<file path="src/rtl/vic_pkg.sv">
package vic_pkg;

    localparam int unsigned WORD_W   = 32;
    localparam int unsigned SRC_W    = 32;
    localparam int unsigned IDX_W    = $clog2(SRC_W);
    localparam int unsigned EXT_BASE = 16;
    localparam int unsigned MAX_INT  = 11;
    localparam int unsigned MAX_EXT  = 16;
    localparam int unsigned ADDR_W   = 6;

    typedef logic [WORD_W-1:0] word_t;
    typedef logic [IDX_W-1:0]  idx_t;

    // register word addresses
    localparam logic [ADDR_W-1:0] RA_STATUS = 6'd0;
    localparam logic [ADDR_W-1:0] RA_PEND   = 6'd1;
    localparam logic [ADDR_W-1:0] RA_ENABLE = 6'd2;
    localparam logic [ADDR_W-1:0] RA_CLEAR  = 6'd3;
    localparam logic [ADDR_W-1:0] RA_FAST   = 6'd4;

    typedef enum logic [1:0] {
        ACK_IDLE   = 2'b00,
        ACK_ENTER  = 2'b01,
        ACK_RETURN = 2'b10,
        ACK_REEN   = 2'b11
    } ack_code_e;

endpackage

</file>
<file path="src/rtl/vic_ext_cond.sv">
module vic_ext_cond #(
    parameter int unsigned N_EXT     = 4,
    parameter logic [15:0] EXT_LEVEL = 16'h000A,
    parameter logic [15:0] EXT_POS   = 16'h0006
) (
    input  logic             clk,
    input  logic             rst_n,
    input  logic [N_EXT-1:0] pin,
    output logic [N_EXT-1:0] evt
);

    // idle value of every stage is the inactive level of its pin
    localparam logic [N_EXT-1:0] IDLE = ~EXT_POS[N_EXT-1:0];

    typedef struct packed {
        logic [N_EXT-1:0] meta;
        logic [N_EXT-1:0] sync;
        logic [N_EXT-1:0] prev;
    } cond_t;

    cond_t c_d, c_q;

    always_comb begin
        c_d      = c_q;
        c_d.meta = pin;
        c_d.sync = c_q.meta;
        c_d.prev = c_q.sync;
    end

    always_ff @(posedge clk or negedge rst_n) begin
        if (!rst_n) begin
            c_q <= '{meta: IDLE, sync: IDLE, prev: IDLE};
        end else begin
            c_q <= c_d;
        end
    end

    for (genvar i = 0; i < int'(N_EXT); i++) begin : g_pin
        if (EXT_LEVEL[i]) begin : g_level
            if (EXT_POS[i]) begin : g_hi
                assign evt[i] = c_q.sync[i];
            end else begin : g_lo
                assign evt[i] = ~c_q.sync[i];
            end
        end else begin : g_edge
            if (EXT_POS[i]) begin : g_rise
                assign evt[i] = c_q.sync[i] & ~c_q.prev[i];
            end else begin : g_fall
                assign evt[i] = ~c_q.sync[i] & c_q.prev[i];
            end
        end
    end

endmodule

</file>
<file path="src/rtl/vic_prio.sv">
module vic_prio
    import vic_pkg::*;
(
    input  word_t req,
    output idx_t  idx,
    output logic  hit
);

    // lowest set index wins: scan downward so the last match is the lowest
    always_comb begin
        idx = '0;
        hit = 1'b0;
        for (int i = int'(SRC_W) - 1; i >= 0; i--) begin
            if (req[i]) begin
                idx = idx_t'(i);
                hit = 1'b1;
            end
        end
    end

endmodule

</file>
<file path="src/rtl/vic_ctrl.sv">
module vic_ctrl
    import vic_pkg::*;
#(
    parameter int unsigned N_INT     = 4,
    parameter int unsigned N_EXT     = 4,
    parameter logic [15:0] EXT_LEVEL = 16'h000A,
    parameter logic [15:0] EXT_POS   = 16'h0006
) (
    input  logic             clk,
    input  logic             rst_n,
    input  logic [N_INT-1:0] int_src,
    input  logic [N_EXT-1:0] ext_irq_in,
    input  logic             reg_wr,
    input  logic [5:0]       reg_addr,
    input  logic [31:0]      reg_wdata,
    output logic [31:0]      reg_rdata,
    input  logic [1:0]       ack_code,
    output logic             irq,
    output logic [31:0]      vec_addr
);

    localparam word_t INT_MASK = (word_t'(1) << N_INT) - word_t'(1);
    localparam word_t EXT_MASK = ((word_t'(1) << N_EXT) - word_t'(1)) << EXT_BASE;
    localparam word_t VALID    = INT_MASK | EXT_MASK;
    localparam int unsigned VW = WORD_W - 2;

    typedef struct packed {
        word_t                    status;
        word_t                    enable;
        word_t                    fast;
        logic [SRC_W-1:0][VW-1:0] vec;
        logic                     act_vld;
        idx_t                     act_idx;
    } vic_state_t;

    vic_state_t st_d, st_q;

    logic [N_EXT-1:0] ext_evt;
    word_t            evt_all;
    word_t            pend;
    word_t            fast_pend;
    word_t            clr;
    idx_t             sel_idx;
    logic             sel_hit;

    vic_ext_cond #(
        .N_EXT    (N_EXT),
        .EXT_LEVEL(EXT_LEVEL),
        .EXT_POS  (EXT_POS)
    ) u_cond (
        .clk  (clk),
        .rst_n(rst_n),
        .pin  (ext_irq_in),
        .evt  (ext_evt)
    );

    assign evt_all   = word_t'(int_src) | (word_t'(ext_evt) << EXT_BASE);
    assign pend      = st_q.status & st_q.enable;
    assign fast_pend = pend & st_q.fast;

    vic_prio u_prio (
        .req(fast_pend),
        .idx(sel_idx),
        .hit(sel_hit)
    );

    always_comb begin
        st_d = st_q;
        clr  = '0;

        if (reg_wr) begin
            case (reg_addr)
                RA_ENABLE: st_d.enable = reg_wdata & VALID;
                RA_CLEAR:  clr         = reg_wdata;
                RA_FAST:   st_d.fast   = reg_wdata & VALID;
                default: begin
                    if (reg_addr[5] && VALID[reg_addr[4:0]]) begin
                        st_d.vec[reg_addr[4:0]] = reg_wdata[31:2];
                    end
                end
            endcase
        end

        case (ack_code_e'(ack_code))
            ACK_ENTER: begin
                st_d.act_vld = sel_hit;
                st_d.act_idx = sel_idx;
            end
            ACK_RETURN, ACK_REEN: begin
                if (st_q.act_vld) begin
                    clr[st_q.act_idx] = 1'b1;
                end
                st_d.act_vld = 1'b0;
            end
            default: ;
        endcase

        // a fresh event in the clearing cycle is kept
        st_d.status = ((st_q.status & ~clr) | evt_all) & VALID;
    end

    always_ff @(posedge clk or negedge rst_n) begin
        if (!rst_n) begin
            st_q <= '0;
        end else begin
            st_q <= st_d;
        end
    end

    assign irq      = |pend;
    assign vec_addr = sel_hit ? {st_q.vec[sel_idx], 2'b00} : '0;

    always_comb begin
        case (reg_addr)
            RA_STATUS: reg_rdata = st_q.status;
            RA_PEND:   reg_rdata = pend;
            RA_ENABLE: reg_rdata = st_q.enable;
            default:   reg_rdata = '0;
        endcase
    end

endmodule

</file>
<file path="config.mk">
export PLATFORM = sky130hd
export DESIGN_NAME = vic_ctrl
export DESIGN_NICKNAME = d
export VERILOG_FILES = /design/src/rtl/vic_pkg.sv /design/src/rtl/vic_ext_cond.sv /design/src/rtl/vic_prio.sv /design/src/rtl/vic_ctrl.sv
export SDC_FILE = /design/constraint.sdc
export NUM_CORES = 1
export LEC_CHECK = 0
export CAP_MARGIN = 20
export CORE_ASPECT_RATIO = 0.7
export CORE_MARGIN = 2
export CORE_UTILIZATION = 31
export CTS_CLUSTER_DIAMETER = 30
export CTS_CLUSTER_SIZE = 10
export DETAILED_ROUTE_END_ITERATION = 6
export DONT_BUFFER_PORTS = 1
export SYNTH_ARGS = -nofsm -noshare
export SYNTH_HDL_FRONTEND = slang
export SYNTH_SLANG_ARGS = --single-unit
</file>
<file path="constraint.sdc">
create_clock -name clk -period 5 [get_ports clk]
set_clock_uncertainty 0.2 [all_clocks]
set_input_delay 0.25 -clock clk [delete_from_list [all_inputs] [get_ports clk]]
set_output_delay 0.25 -clock clk [all_outputs]
set_load 0.1 [all_outputs]
</file>
==> metrics.txt, run 1 <==
gr usage total between 10% and 20%; vias around 8,500; Worst Setup SP st_q[1032]; DRC marker count from the first detailed-route iteration roughly 450; WS Path Type reg2out; Post-CTS Resized 0; final setup TNS 0 ns; area grow syn2layout 28.1%; Initial Util a little under a third; Congestion Overflow GR 0; Layout Nets between 1,000 and 1,500; critical path arrival roughly 3.5 ns; EDFF count, synth 0; crit-path cells and3_1, nor2_1, nand3_2, buf_4, o221ai_2, buf_4; Total Wirelength between 30,000 and 40,000 um; antenna violations before repair 7; clock buffer depth 3; critical path data required time about 4.6 ns; DRC Markers 0; Fin. Hold Viols around 280; # Max-Cap Violations 0; sequential area share after synthesis between 50% and 60%; Clock transition at path regs about 0.050 ns; vias in the first global route 8,865; area of the core a little over 40,000 um2; CTS Hold Bufs 53; IO buf count 0; Slew Viols, Final 0; Filler Cell Count slightly below 4,000; first-pass GRT wire length roughly 52,000 um; Cell variety after synth 49; Crit path max-delay family simple AND/OR/NAND/NOR gates; startpoint types flip-flop; RSZ-0062 raised after global routing false; CTS tree yes; synthesized area ~13,000 um2; worst rel slew slack a little under a quarter; number of detailed-route iterations in the first pass 4; Yosys reg bits 278; FMAX approximately 0.26 GHz; die width about 250 um; LEAKAGE a little under 8 nW; status complete, but fails checks; DIE AREA around 43,000 um2; Util after Layout 40.3%; hold slack -0.817 ns; reg-to-reg startpoint st_q[998]; Power Density around 500 nW/um2; worst skew pair latency between 0.5 and 0.6 ns; YS warnings 0; GP Congestion approximately 0.76; crit end category output port; Gate Count Post-Synth approximately 1,000; layout cells sized above 1 approximately two fifths; failing checks negative hold slack; chip height approximately 170 um; top_reg_cell synth dfrtp_1; synth top area cells dfrtp_1 53%, mux2_2 20%, mux2i_1 4.6%; CTS Buf Count slightly below 60; CP max FO 17; H-tree lvl count 2; synthesized area per cell 12.9 um2; std cell rows 62; Buf/Inv on CP 2; Root Buffer clkbuf_16; Tcrit/Tclk final between 70% and 80%; # IOs roughly 120; Placed Cells 1,526; Critical Path Max Stage Delay 0.56 ns; Synth top area share roughly 53%; Worst Tran Pin Value approximately 1.1 ns; Clock Sink Count 278; Worst VDD drop approximately 0.29 mV; Post-CTS Setup Inserts 0; Hold Crit Class in2async; FFs w/ async S/R, synth 100%; Via-to-Cell Ratio about 5.0; ANT nets after route 0; slowest cell on the critical path nand3_2; largest area contributor in the netlist dfrtp_1; drt wl/cell between 15 and 20 um; Tmin final 3.92 ns; Crit path top cell by count buf_4; Final Non-Filler Cells between 1,500 and 2,000; hpwl dp 19,800 um; largest net degree at the start of global routing 279; # setup viols final 0
-- registers in the layout, indices dropped and copies added (netlist names) --
register,flops
u_cond.evt,1
u_cond.c_d,7
u_cond.c_q,2
st_q,268
-- Yosys cell counts (all sizes together) (2+ instances only) --
cell    count
clkbuf     36
a21oi      39
nand2b      4
dfrtp     273
a22o       31
nand2      21
nor3b       2
nor3        3
dfstp       5
a22oi       2
mux2i      60
mux2      256
nand3      16
nor2b       2
and3        6
inv         5
o22ai      30
a31o        5
nor2       54
buf        64
o21ai      43
o221ai     30
-- per-layer routing --
layer	vias to the layer above	part of all wire (%)	global-route usage [%]
met4	6	2.2	4.39
met3	71	6.3	4.59
met5	-	0.13	0
met2	198	45	23.9
met1	4361	46	21.3
li1	3884	-	-
-- metrics by stage --
stage / setup WS, ns / area [um2] / power [mW]
floorplan: 1.61 / 13000 / 3.85
global placement: 1.71 / 13800 / 4.16
detailed placement: 1.67 / 13900 / 4.19
CTS: 1.03 / 16500 / 8.41
global route: 0.906 / 16600 / 8.64
finish: 1.08 / 16600 / 8.31
-- power by group --
| part | total (mW) | switching (mW) | leakage [nW] | internal (mW) |
|---|---|---|---|---|
| logic | 1.52 | 0.992 | 3.17 | 0.530 |
| clock network | 4.10 | 1.30 | 1.04 | 2.80 |
| registers | 2.69 | 0.150 | 3.64 | 2.54 |
| total | 8.31 | 2.44 | 7.84 | 5.87 |
-- path summary, 6_finish.rpt --
| check | endpoint | slack (ns) | cells past startpoint |
|---|---|---|---|
| max | vec_addr[19] | 1.08 | 6 |
| min | st_q[492] | -0.82 | 0 |
| max reg2reg | st_q[4] | 2.53 | 4 |
| min reg2reg | u_cond.c_d[0] | 0.15 | 0 |
| max in group asynchronous | st_q[1030] | 4.74 | 0 |
| min in group clk | u_cond.c_d[6] | 0.03 | 1 |
-- layout by cell type (no fill, tap or decap), types with 5 or more instances in the layout --
master         netlist  final
mux2_2             235    235
nor2_2               1     10
and3_1               6      6
dfstp_2              5      5
dfrtp_1            273    273
a22o_1              31     31
clkbuf_16            0     59
o22ai_1             30     30
clkinvlp_4           0      7
clkinv_2             0     13
inv_1                5      5
bufinv_16            0     10
a31o_1               5      5
dlygate4sd3_1        0     53
conb_1               1     26
a21oi_1             39     39
o221ai_2             0     30
buf_12               6      9
mux2i_1             60     60
nand3_1             15     12
o21ai_1             17     17
nor2_1              53     43
buf_4               27     44
clkbuf_8             0      8
clkinv_4             0      6
mux2_1              21     21
o21ai_0             26     26
nand2_1             20     19
-- cell families after synthesis --
group	Yosys count	synth area share [%]
AND/OR/NAND/NOR	115	4.21
AO/OA/AOI/OAI	189	10.1
other	1	0.0290
multiplexers	316	26.9
flip-flops	278	53.8
buffers and inverters	105	5.01
-- layout make-up --
type                            instances  area (um2)  area share, %
Timing Repair Buffer                  108        1100           6.61
Antenna cell                            4        10.0         0.0604
Multi-Input combinational cell        646        5680           34.2
Inverter                                5        18.8          0.113
Tap cell                              544         681           4.10
Sequential cell                       278        6960           42.0
Clock buffer                           70        1600           9.63
Clock inverter                         41         543           3.27
Power figures use the tool's default switching activity.
==> run 2, diff against run 1 <==
clock period = 4 ns   (was 5 ns; I/O delays follow)
==> metrics.txt, run 2 (synthesized netlist as in run 1, its figures left out) <==
Slew Viols, Final 0; Hold Crit Class in2async; Layout Nets 1,151; CTS Buf Count 52; Most flops, register st_q; Root Buffer clkbuf_16; Initial Util between 30% and 40%; Post-CTS Resized 0; most frequent cells in the layout 273 x dfrtp_1, 235 x mux2_2, 62 x dlygate4sd3_1, 60 x mux2i_1, 52 x clkbuf_16; pre-CTS setup slack 0.899 ns; chip height 175 um; Clock Sink Count about 280; GP Congestion slightly above 0.8; CP max FO 27; area of the core between 40,000 and 50,000 um2; IO buf count 0; Worst Tran Pin Value between 1 and 1.5 ns; hpwl dp between 15,000 and 20,000 um; # IOs around 120; slack of the critical path ~0.35 ns; die width around 250 um; Worst VDD drop 0.316 mV; CTS tree yes; critical path arrival roughly 3.3 ns; DIE AREA ~43,000 um2; CTS Hold Bufs 62; DRC Markers 0; ANT nets after route 0; Fin. Hold Viols approximately 280; H-tree lvl count 2; critical path data required time about 3.6 ns; number of detailed-route iterations in the first pass 5; antenna violations before repair 5; largest net degree at the start of global routing about 280; # Max-Cap Violations 0; status complete, but fails checks; Tmin final approximately 3.6 ns; failing checks negative hold slack; # setup viols final 0; area grow syn2layout 27.8%; final setup TNS 0 ns; LEAKAGE 7.78 nW; WS Path Type reg2out; max reg flops 268; Total Wirelength about 33,000 um; layout cells sized above 1 a little under two fifths; crit end category output port; vias in the first global route slightly below 9,000; DRC marker count from the first detailed-route iteration 527; gr usage total ~15%; worst rel slew slack 24.4%; Clock transition at path regs ~0.05 ns; drt wl/cell roughly 19 um; hold slack -0.844 ns; RSZ-0062 raised after global routing false; first-pass GRT wire length 51,600 um; std cell rows slightly above 60; Via-to-Cell Ratio around 5; Post-CTS Setup Inserts 0; vias around 8,500; startpoint types flip-flop; most common cell after layout, fill and taps aside dfrtp_1; Tcrit/Tclk final 91.2%; Util after Layout about two fifths; worst skew pair latency between 0.5 and 0.6 ns; Power Density ~590 nW/um2; Congestion Overflow GR 0; FMAX ~0.27 GHz; clock buffer depth 3
-- run 2: cell count changes in the layout (fill, tap and decap cells not counted), moves of 3 or more --
cell,delta
buf_12,+25
buf_4,-23
dlygate4sd3_1,+9
clkbuf_16,-7
clkinv_2,-7
bufinv_16,-5
inv_6,+4
clkbuf_8,-3
-- run 2: metrics by stage --
| step | std cells | instance area, um2 | power, mW |
|---|---|---|---|
| after floorplan | 1029 | 13000 | 4.82 |
| after global placement | 1528 | 14200 | 5.37 |
| after detailed placement | 1528 | 14200 | 5.41 |
| after CTS | 1682 | 16500 | 9.85 |
| after global routing | 1683 | 16500 | 10.1 |
| final | 1685 | 16500 | 9.74 |
-- run 2: where the power goes --
group | total (mW) | internal [mW] | switching, mW
Clock | 4.29 | 2.81 | 1.49
Sequential | 3.36 | 3.18 | 0.188
Combinational | 2.08 | 0.819 | 1.26
-- run 2: routing by layer --
layer | track usage, % | up-vias | share of wire, %
li1 | - | 3863 | -
met1 | 21.7 | 4351 | 47
met2 | 23.0 | 213 | 45
met3 | 3.62 | 64 | 5.9
met4 | 4.51 | 4 | 2.0
met5 | 0 | - | 0.10
-- run 2: area by class of cell --
class                   instances  area [um2]
multi-input cells             646        5670
flip-flops and latches        278        6960
clock buffers                  62        1390
diodes                          3        7.51
well taps                     544         681
inverters                       5        18.8
fillers                      3813       24600
clock inverters                30         348
repair buffers                117        1460
-- run 2: final timing paths --
kind | start | end | slack (ns) | cells after the start
worst max register to register | st_q[1030] | st_q[5] | 1.36 | 5
min in group clk | reg_addr[0] | st_q[80] | 0.04 | 3
worst min-delay path | rst_n | st_q[550] | -0.84 | 0
worst max-delay path | st_q[1030] | vec_addr[8] | 0.35 | 7
worst min register to register | u_cond.c_d[4] | u_cond.c_d[0] | 0.15 | 0
max in group asynchronous | rst_n | st_q[585] | 3.96 | 0
-- run 2: critical path: stages (launching register included) --
cell and delay [ns]:
dfrtp_1 0.40, nand3_2 0.51, nand2b_1 0.30, o21a_4 0.35
buf_4 0.45, mux2i_1 0.16, o221ai_2 0.26, buf_12 0.21
==> run 3, diff against run 2 <==
--- a/config.mk
+++ b/config.mk
@@ -11,2 +11,3 @@
 export CORE_UTILIZATION = 31
+export CTS_BUF_LIST = sky130_fd_sc_hd__clkbuf_8
 export CTS_CLUSTER_DIAMETER = 30
--- a/constraint.sdc
+++ b/constraint.sdc
@@ -4,2 +4,2 @@
 set_output_delay 0.2 -clock clk [all_outputs]
-set_load 0.1 [all_outputs]
+set_load 0.05 [all_outputs]
==> metrics.txt, run 3 (synthesized netlist as in run 1, its figures left out) <==
vias in the first global route ~9,000; std cell rows between 60 and 70; area of the core between 40,000 and 50,000 um2; Most flops, register st_q; hold slack -0.872 ns; critical path arrival ~3.3 ns; clock buffer depth 3; Total Wirelength around 33,000 um; Congestion Overflow GR 0; CTS Hold Bufs 63; CTS Buf Count 45; Worst VDD drop 0.367 mV; chip height approximately 170 um; most frequent cells in the layout 273 x dfrtp_1, 235 x mux2_2, 63 x dlygate4sd3_1, 60 x mux2i_1, 53 x clkbuf_8; Crit path top cell by count buf_4; Clock transition at path regs approximately 0.070 ns; slowest cell on the critical path nand2_1; worst skew pair latency roughly 0.58 ns; Critical Path Max Stage Delay 0.64 ns; crit-path cells nand3_2, nand2_1, buf_4, a22o_1, o22ai_1, o221ai_1, buf_4; status complete, but fails checks; startpoint types flip-flop; area grow syn2layout 17.9%; layout cells sized above 1 approximately a third; Hold Crit Class in2async; Via-to-Cell Ratio 5.08; final instance area approximately 15,000 um2; Diodes inserted 0; most common cell after layout, fill and taps aside dfrtp_1; worst rel slew slack approximately a third; max reg flops around 270; CTS tree yes; critical path data required time between 3 and 4 ns; # setup viols final 0; number of detailed-route iterations in the first pass 4; Fin. Hold Viols between 200 and 300; Power Density roughly 500 nW/um2; Root Buffer clkbuf_8; H-tree lvl count 2; GP Congestion 0.752; crit end category output port; largest net degree at the start of global routing ~280; final setup TNS 0 ns; Post-CTS Resized 0; Clock Sink Count between 200 and 300; LEAKAGE about 7.4 nW; failing checks negative hold slack; RSZ-0062 raised after global routing false; FMAX around 0.27 GHz; Worst Tran Pin Value 1.01 ns; DRC marker count from the first detailed-route iteration between 500 and 600; Initial Util 31.5%; Tcrit/Tclk final between 90% and 100%; # Max-Cap Violations 0; Post-CTS Setup Inserts 0; Filler Cell Count 3,954; Reg2Reg Depth 5; die width 248 um; area post-placement 13,500 um2; first-pass GRT wire length approximately 50,000 um; gr usage total between 10% and 20%; hpwl dp roughly 20,000 um; DIE AREA around 43,000 um2; Slew Viols, Final 0; drt wl/cell 19.5 um; DRC Markers 0; vias around 8,500; IO buf count 0; Layout Nets around 1,100; WS Path Type reg2out; CP max FO 18; Tmin final 3.69 ns; # IOs approximately 120; ANT nets after route 0; antenna violations before repair 2
-- run 3: changes by cell type in the layout (fill, tap and decap cells not counted), moves of 5 or more --
| cell | previous run | this run |
|---|---|---|
| clkbuf_16 | 52 | 0 |
| buf_4 | 21 | 49 |
| inv_1 | 5 | 10 |
| buf_12 | 34 | 2 |
| clkbuf_1 | 5 | 0 |
| o221ai_2 | 30 | 0 |
| nor2_1 | 43 | 51 |
| o221ai_1 | 0 | 30 |
| nor2_2 | 10 | 2 |
| clkbuf_8 | 5 | 53 |
-- run 3: worst paths after layout --
kind,slack (ns),from,endpoint
worst max-delay path,0.31,st_q[1030],vec_addr[27]
worst min-delay path,-0.87,rst_n,st_q[520]
worst max register to register,1.45,st_q[998],st_q[5]
worst min register to register,0.15,u_cond.c_d[6],u_cond.c_d[2]
max in group asynchronous,3.92,rst_n,st_q[559]
min in group clk,0.05,reg_addr[1],st_q[42]
-- run 3: per-stage QoR --
| step | hold WS, ns | util [%] | setup slack, ns | total power, mW | instances |
|---|---|---|---|---|---|
| floorplan | -0.296 | - | 1.39 | 4.46 | 1029 |
| global placement | -0.278 | 32.9 | 0.894 | 4.71 | 1524 |
| finish | -0.872 | 37.1 | 0.311 | 7.71 | 1668 |
| detailed placement | -0.278 | 32.9 | 0.877 | 4.75 | 1524 |
| global route | -0.916 | 37.1 | 0.0861 | 8.07 | 1668 |
| CTS | -0.899 | 37.0 | 0.248 | 7.80 | 1667 |
-- run 3: area by class of cell --
cell class,count,area [um2],area share (%)
tap,544,681,4.46
clock buffer,53,729,4.78
sequential,278,6960,45.6
inverter,5,18.8,0.123
multi-input combinational,646,5460,35.8
timing repair buffer,115,1070,6.99
clock inverter,27,345,2.26
-- run 3: where the power goes --
group / switching [mW] / internal (mW)
combinational: 0.829 / 0.607
clock: 1.22 / 1.69
sequential: 0.187 / 3.17
-- run 3: worst max-delay path: cells and delay by family, from the launching register on --
family,cells,cell delay [ns]
buf+inv,2,0.65
flops,1,0.41
simple gates,2,1.03
compound gates,3,0.61
-- run 3: routing by layer --
layer / GRT usage (%) / routed length, um
met4: 3.47 / 570
met3: 4.02 / 1960
met2: 23.0 / 14600
met1: 21.5 / 15400
met5: 0 / 28
